<file path="src/rtl/cx_pkg.sv">
package cx_pkg;
  typedef enum logic [1:0] {
    PH_IDLE = 2'd0,
    PH_THEN = 2'd1,
    PH_ELSE = 2'd2
  } phase_t;

  typedef struct packed {
    logic load;
    logic decThen;
    logic decElse;
  } ctrl_strb_t;
endpackage

</file>
<file path="src/rtl/cx_dpath.sv">
module cx_dpath #(
  parameter int CNT_W = 4
) (
  input  logic                clk,
  input  logic                rst,
  input  cx_pkg::ctrl_strb_t  strb,
  input  logic                condTrue,
  input  logic [CNT_W-1:0]    thenCount,
  input  logic [CNT_W-1:0]    elseCount,
  output logic                condHeld,
  output logic                thenInZero,
  output logic                elseInZero,
  output logic                thenLast,
  output logic                elseLast,
  output logic                elseLeftZero
);
  localparam logic [CNT_W-1:0] ONE = CNT_W'(1);

  logic [CNT_W-1:0] thenLeft;
  logic [CNT_W-1:0] elseLeft;

  always_ff @(posedge clk) begin
    if (rst) begin
      thenLeft <= '0;
      elseLeft <= '0;
      condHeld <= 1'b0;
    end else if (strb.load) begin
      thenLeft <= thenCount;
      elseLeft <= elseCount;
      condHeld <= condTrue;
    end else begin
      if (strb.decThen) thenLeft <= thenLeft - ONE;
      if (strb.decElse) elseLeft <= elseLeft - ONE;
    end
  end

  assign thenInZero   = (thenCount == '0);
  assign elseInZero   = (elseCount == '0);
  assign thenLast     = (thenLeft == ONE);
  assign elseLast     = (elseLeft == ONE);
  assign elseLeftZero = (elseLeft == '0);
endmodule

</file>
<file path="src/rtl/cx_ctrl.sv">
module cx_ctrl (
  input  logic               clk,
  input  logic               rst,
  input  logic               instrValid,
  input  logic               prefixSeen,
  input  logic               condHeld,
  input  logic               thenInZero,
  input  logic               elseInZero,
  input  logic               thenLast,
  input  logic               elseLast,
  input  logic               elseLeftZero,
  output cx_pkg::ctrl_strb_t strb,
  output cx_pkg::phase_t     phase,
  output logic               execEn
);
  import cx_pkg::*;

  phase_t phaseNext;

  always_ff @(posedge clk) begin
    if (rst) phase <= PH_IDLE;
    else     phase <= phaseNext;
  end

  always_comb begin
    phaseNext    = phase;
    strb         = '0;
    execEn       = 1'b0;
    unique case (phase)
      PH_IDLE: begin
        execEn = instrValid;
        if (instrValid && prefixSeen) begin
          strb.load = 1'b1;
          if (!thenInZero)      phaseNext = PH_THEN;
          else if (!elseInZero) phaseNext = PH_ELSE;
        end
      end
      PH_THEN: begin
        execEn = instrValid && condHeld;
        if (instrValid) begin
          strb.decThen = 1'b1;
          if (thenLast) phaseNext = elseLeftZero ? PH_IDLE : PH_ELSE;
        end
      end
      PH_ELSE: begin
        execEn = instrValid && !condHeld;
        if (instrValid) begin
          strb.decElse = 1'b1;
          if (elseLast) phaseNext = PH_IDLE;
        end
      end
      default: phaseNext = PH_IDLE;
    endcase
  end
endmodule

</file>
<file path="src/rtl/cx_seq.sv">
module cx_seq #(
  parameter int CNT_W = 4
) (
  input  logic             clk,
  input  logic             rst,
  input  logic             instrValid,
  input  logic             prefixSeen,
  input  logic             condTrue,
  input  logic [CNT_W-1:0] thenCount,
  input  logic [CNT_W-1:0] elseCount,
  output logic             execEn,
  output logic [1:0]       state
);
  cx_pkg::ctrl_strb_t strb;
  cx_pkg::phase_t     phase;
  logic condHeld, thenInZero, elseInZero, thenLast, elseLast, elseLeftZero;

  cx_dpath #(.CNT_W(CNT_W)) u_dpath (
    .clk(clk), .rst(rst), .strb(strb), .condTrue(condTrue),
    .thenCount(thenCount), .elseCount(elseCount), .condHeld(condHeld),
    .thenInZero(thenInZero), .elseInZero(elseInZero), .thenLast(thenLast),
    .elseLast(elseLast), .elseLeftZero(elseLeftZero)
  );

  cx_ctrl u_ctrl (
    .clk(clk), .rst(rst), .instrValid(instrValid), .prefixSeen(prefixSeen),
    .condHeld(condHeld), .thenInZero(thenInZero), .elseInZero(elseInZero),
    .thenLast(thenLast), .elseLast(elseLast), .elseLeftZero(elseLeftZero),
    .strb(strb), .phase(phase), .execEn(execEn)
  );

  assign state = phase;
endmodule

</file>
<file path="config.mk">
export PLATFORM = sky130hd
export DESIGN_NAME = cx_seq
export DESIGN_NICKNAME = d
export VERILOG_FILES = /design/src/rtl/cx_pkg.sv /design/src/rtl/cx_dpath.sv /design/src/rtl/cx_ctrl.sv /design/src/rtl/cx_seq.sv
export SDC_FILE = /design/constraint.sdc
export NUM_CORES = 1
export LEC_CHECK = 0
export BUFFER_PORTS_ARGS = -buffer_cell sky130_fd_sc_hd__buf_4
export CAP_MARGIN = 25
export CORE_UTILIZATION = 51
export DETAILED_ROUTE_END_ITERATION = 7
export GPL_TIMING_DRIVEN = 0
export PLACE_DENSITY = 0.76
export SYNTH_ARGS = -nofsm -noshare
export SYNTH_HDL_FRONTEND = slang
export SYNTH_SLANG_ARGS = --single-unit
</file>
<file path="constraint.sdc">
create_clock -name clk -period 1.85 [get_ports clk]
set_input_delay 0.185 -clock clk [delete_from_list [all_inputs] [get_ports clk]]
set_output_delay 0.185 -clock clk [all_outputs]
set_load 0.005 [all_outputs]
</file>
==> results.py <==
metrics = {
    "sta": {
        "setup_viol": 0,
        "period_needed_ns": 1.737,
        "relSlewSlack_pct": 68.37,
        "post-route-period-util_pct": 93.88,
        "hold_violations": 0,
        "rsz0062_at_grt": "false",
        "max_freq_mhz": 575.8,
        "maxSlewViolCount": 0,
        "hold_slack_ns": 0.1509,
        "setup-tns-final_ns": 0,
        "worst_pin_slew_ns": 0.4744,
        "final.setup_skew_ns": 0.0004870,
    },
    "cts": {
        "clock-sinks": 11,
        "cts_root_buf": "clkbuf_4",
        "cts_tree": "built",
        "clk_latency_ns": 0.27,
        "clkSlewWorstSetupHoldPaths_ns": 0.07,
        "cts_buffers": 3,
        "cts_max_path_buffers": 2,
        "htreeDepth": 1,
        "cts_hold_repair.buffers": 0,
    },
    "drt": {
        "wire_per_inst_um": 13.63,
        "postRouteAntennaNets": 0,
        "drt_pass1_iterations": 5,
        "drt-total-wl_um": 1540,
        "via_count": 659,
        "drt_iter0_drc": 23,
        "drc": 0,
        "via_per_inst": 5.832,
    },
    "flow_run": {
        "cap_violations": 0,
    },
    "global_routing": {
        "grt_max_degree": 11,
        "grtUsageTotal_pct": 23.39,
        "antenna_found_initial": 0,
        "grt_pass1_wl_um": 2435,
        "overflow": 0,
        "grt_pass1_vias": 614,
    },
    "critical_path": {
        "crit_path_end_kind": "output port",
        "cp.required_ns": 1.66,
        "crit_type": "flop to output port",
        "cp_max_fo": 5,
        "arrival_ns": 1.55,
        "cp-start-kind": "flop",
    },
    "layout": {
        "multiInputGateArea_sq_um": 470.5,
        "syn_to_final_growth_pct": 20.65,
        "n_fill_cell": 115,
        "nets": 120,
        "area.sequential_sq_um": 221.5,
        "drive_gt1_share_pct": 23.47,
        "mostFrequentLayoutCells": "buf_4, nor2_1, dfxtp_1",
        "n_antenna_cell": 0,
        "final_common_cell": "buf_4",
    },
    "min_path": {
        "hold_path.class": "input pin to flop",
    },
    "yosys": {
        "syn_inst": 80,
        "synth_seq_cells": 11,
        "synth_top_area_cell": "dfxtp_1",
        "syn_area_per_cell_sq_um": 9.165,
        "synth-main-ff-cell": "dfxtp_1",
        "synth-edff-count": 0,
        "yosysSeqAreaShare_pct": 30.03,
        "yosysWarnings": 0,
        "ys_types": 24,
        "netlist_top_cells_area": "dfxtp_1, ha_1, mux2i_1",
        "syn-num-nets": 101,
        "syn_area_sq_um": 733.2,
        "synthArstFlopShare_pct": 0,
        "yosysTopAreaCellShare_pct": 30.03,
    },
    "floorplanning": {
        "die_w_um": 39.92,
        "die_area_sq_um": 1593,
        "floorplan.initialDensity_pct": 55.65,
        "coreArea_sq_um": 1318,
        "row_count": 13,
        "ioPinCount": 16,
        "die-height_um": 39.92,
    },
    "pwr": {
        "peakVddDrop_uv": 738.1,
        "cell_internal_pwr_w": 0.0006191,
        "comb_power_share_pct": 47.5,
        "p_switching_w": 0.0003895,
        "power.density_nw_per_um2": 1140,
        "p_leak_nw": 0.3888,
        "swShare_pct": 38.62,
        "pwr-share-clk_pct": 16.4,
        "power_frac_seq_pct": 36.1,
    },
    "placement": {
        "gp_congestion": 0.7809,
        "post-dp-hpwl_um": 1151,
        "port_buffers": 14,
    },
    "status": {
        "status": "completed",
    },
}
[power by group through the flow]
stage | Sequential (W) | Combinational (W) | Clock [W]
global route | 0.000372 | 0.000533 | 0.000182
finish | 0.000364 | 0.000479 | 0.000165
floorplan | 0.000354 | 0.000346 | 0
global placement | 0.000362 | 0.000460 | 0
detailed placement | 0.000367 | 0.000466 | 0
CTS | 0.000361 | 0.000475 | 0.000167
[synth_stat cells (all sizes together) (2+ instances only)]
cell,instances
mux2i,5
buf,2
xor2,3
nor4,4
dfxtp,11
nor2,10
a211oi,6
ha,8
xnor2,4
a22oi,2
nand4bb,2
nand2,5
nand3,4
inv,7
[final timing paths]
check	depth (start not counted)	from	slack (ns)	end
max	6	u_ctrl.phase[0]	0.11	execEn
min	3	condTrue	0.15	u_dpath.condHeld
max reg2reg	6	u_ctrl.phase[1]	0.15	u_dpath.elseLeft[2]
min reg2reg	2	u_dpath.condHeld	0.53	u_dpath.condHeld
[cell type report]
cell class | instances | area share [%]
multi-input combinational | 59 | 53.18
tap | 15 | 2.122
clock buffer | 4 | 2.970
buffer | 3 | 1.839
timing repair buffer | 14 | 11.88
inverter | 7 | 2.970
sequential | 11 | 25.04
[flip-flops by register name (all words and copies together) (netlist names)]
name,count
u_dpath.elseLeft,4
u_dpath.thenLeft,4
u_ctrl.phase,2
u_dpath.condHeld,1
[critical path, cell delays in order (launching register included)]
cell and delay (ns):
dfxtp_2 0.38, inv_1 0.07, ha_1 0.28, xor2_1 0.15
a21oi_1 0.08, nor3b_1 0.18, buf_4 0.14
[per-layer routing]
layer / up-vias / track usage (%) / wire length [um]
met1: 298 / 26.46 / 677
met3: 8 / 4.545 / 90
met4: 0 / 15.52 / 44
met2: 32 / 39.11 / 728
met5: - / 0 / 0
li1: 321 / - / -
[cell families after synthesis]
logic type,share of synthesized area (%)
flops,30.03
compound gates,12.80
buf+inv,5.802
xor+xnor,8.362
simple gates,22.53
fa+ha+maj,13.65
mux,6.826
[through the flow]
step / setup WS (ns) / utilization, % / instances / total power [W] / area (sq um)
2_1_floorplan: 0.3287 / - / 80 / 0.0006998 / 733.2
3_3_place_gp: 0.2147 / 65.05 / 109 / 0.0008215 / 857.1
3_5_place_dp: 0.1481 / 65.05 / 109 / 0.0008329 / 857.1
4_1_cts: 0.04722 / 67.05 / 113 / 0.001003 / 883.3
5_1_grt: 0.01790 / 67.14 / 113 / 0.001087 / 884.6
6_report: 0.1133 / 67.14 / 113 / 0.001009 / 884.6
[repair_timing]
action                                 CTS  global route
setup endpoints to repair                0             4
gates resized for setup                  0             1
setup buffers                            0             0
endpoints found under the hold margin    0             0
Power figures use the tool's default switching activity.
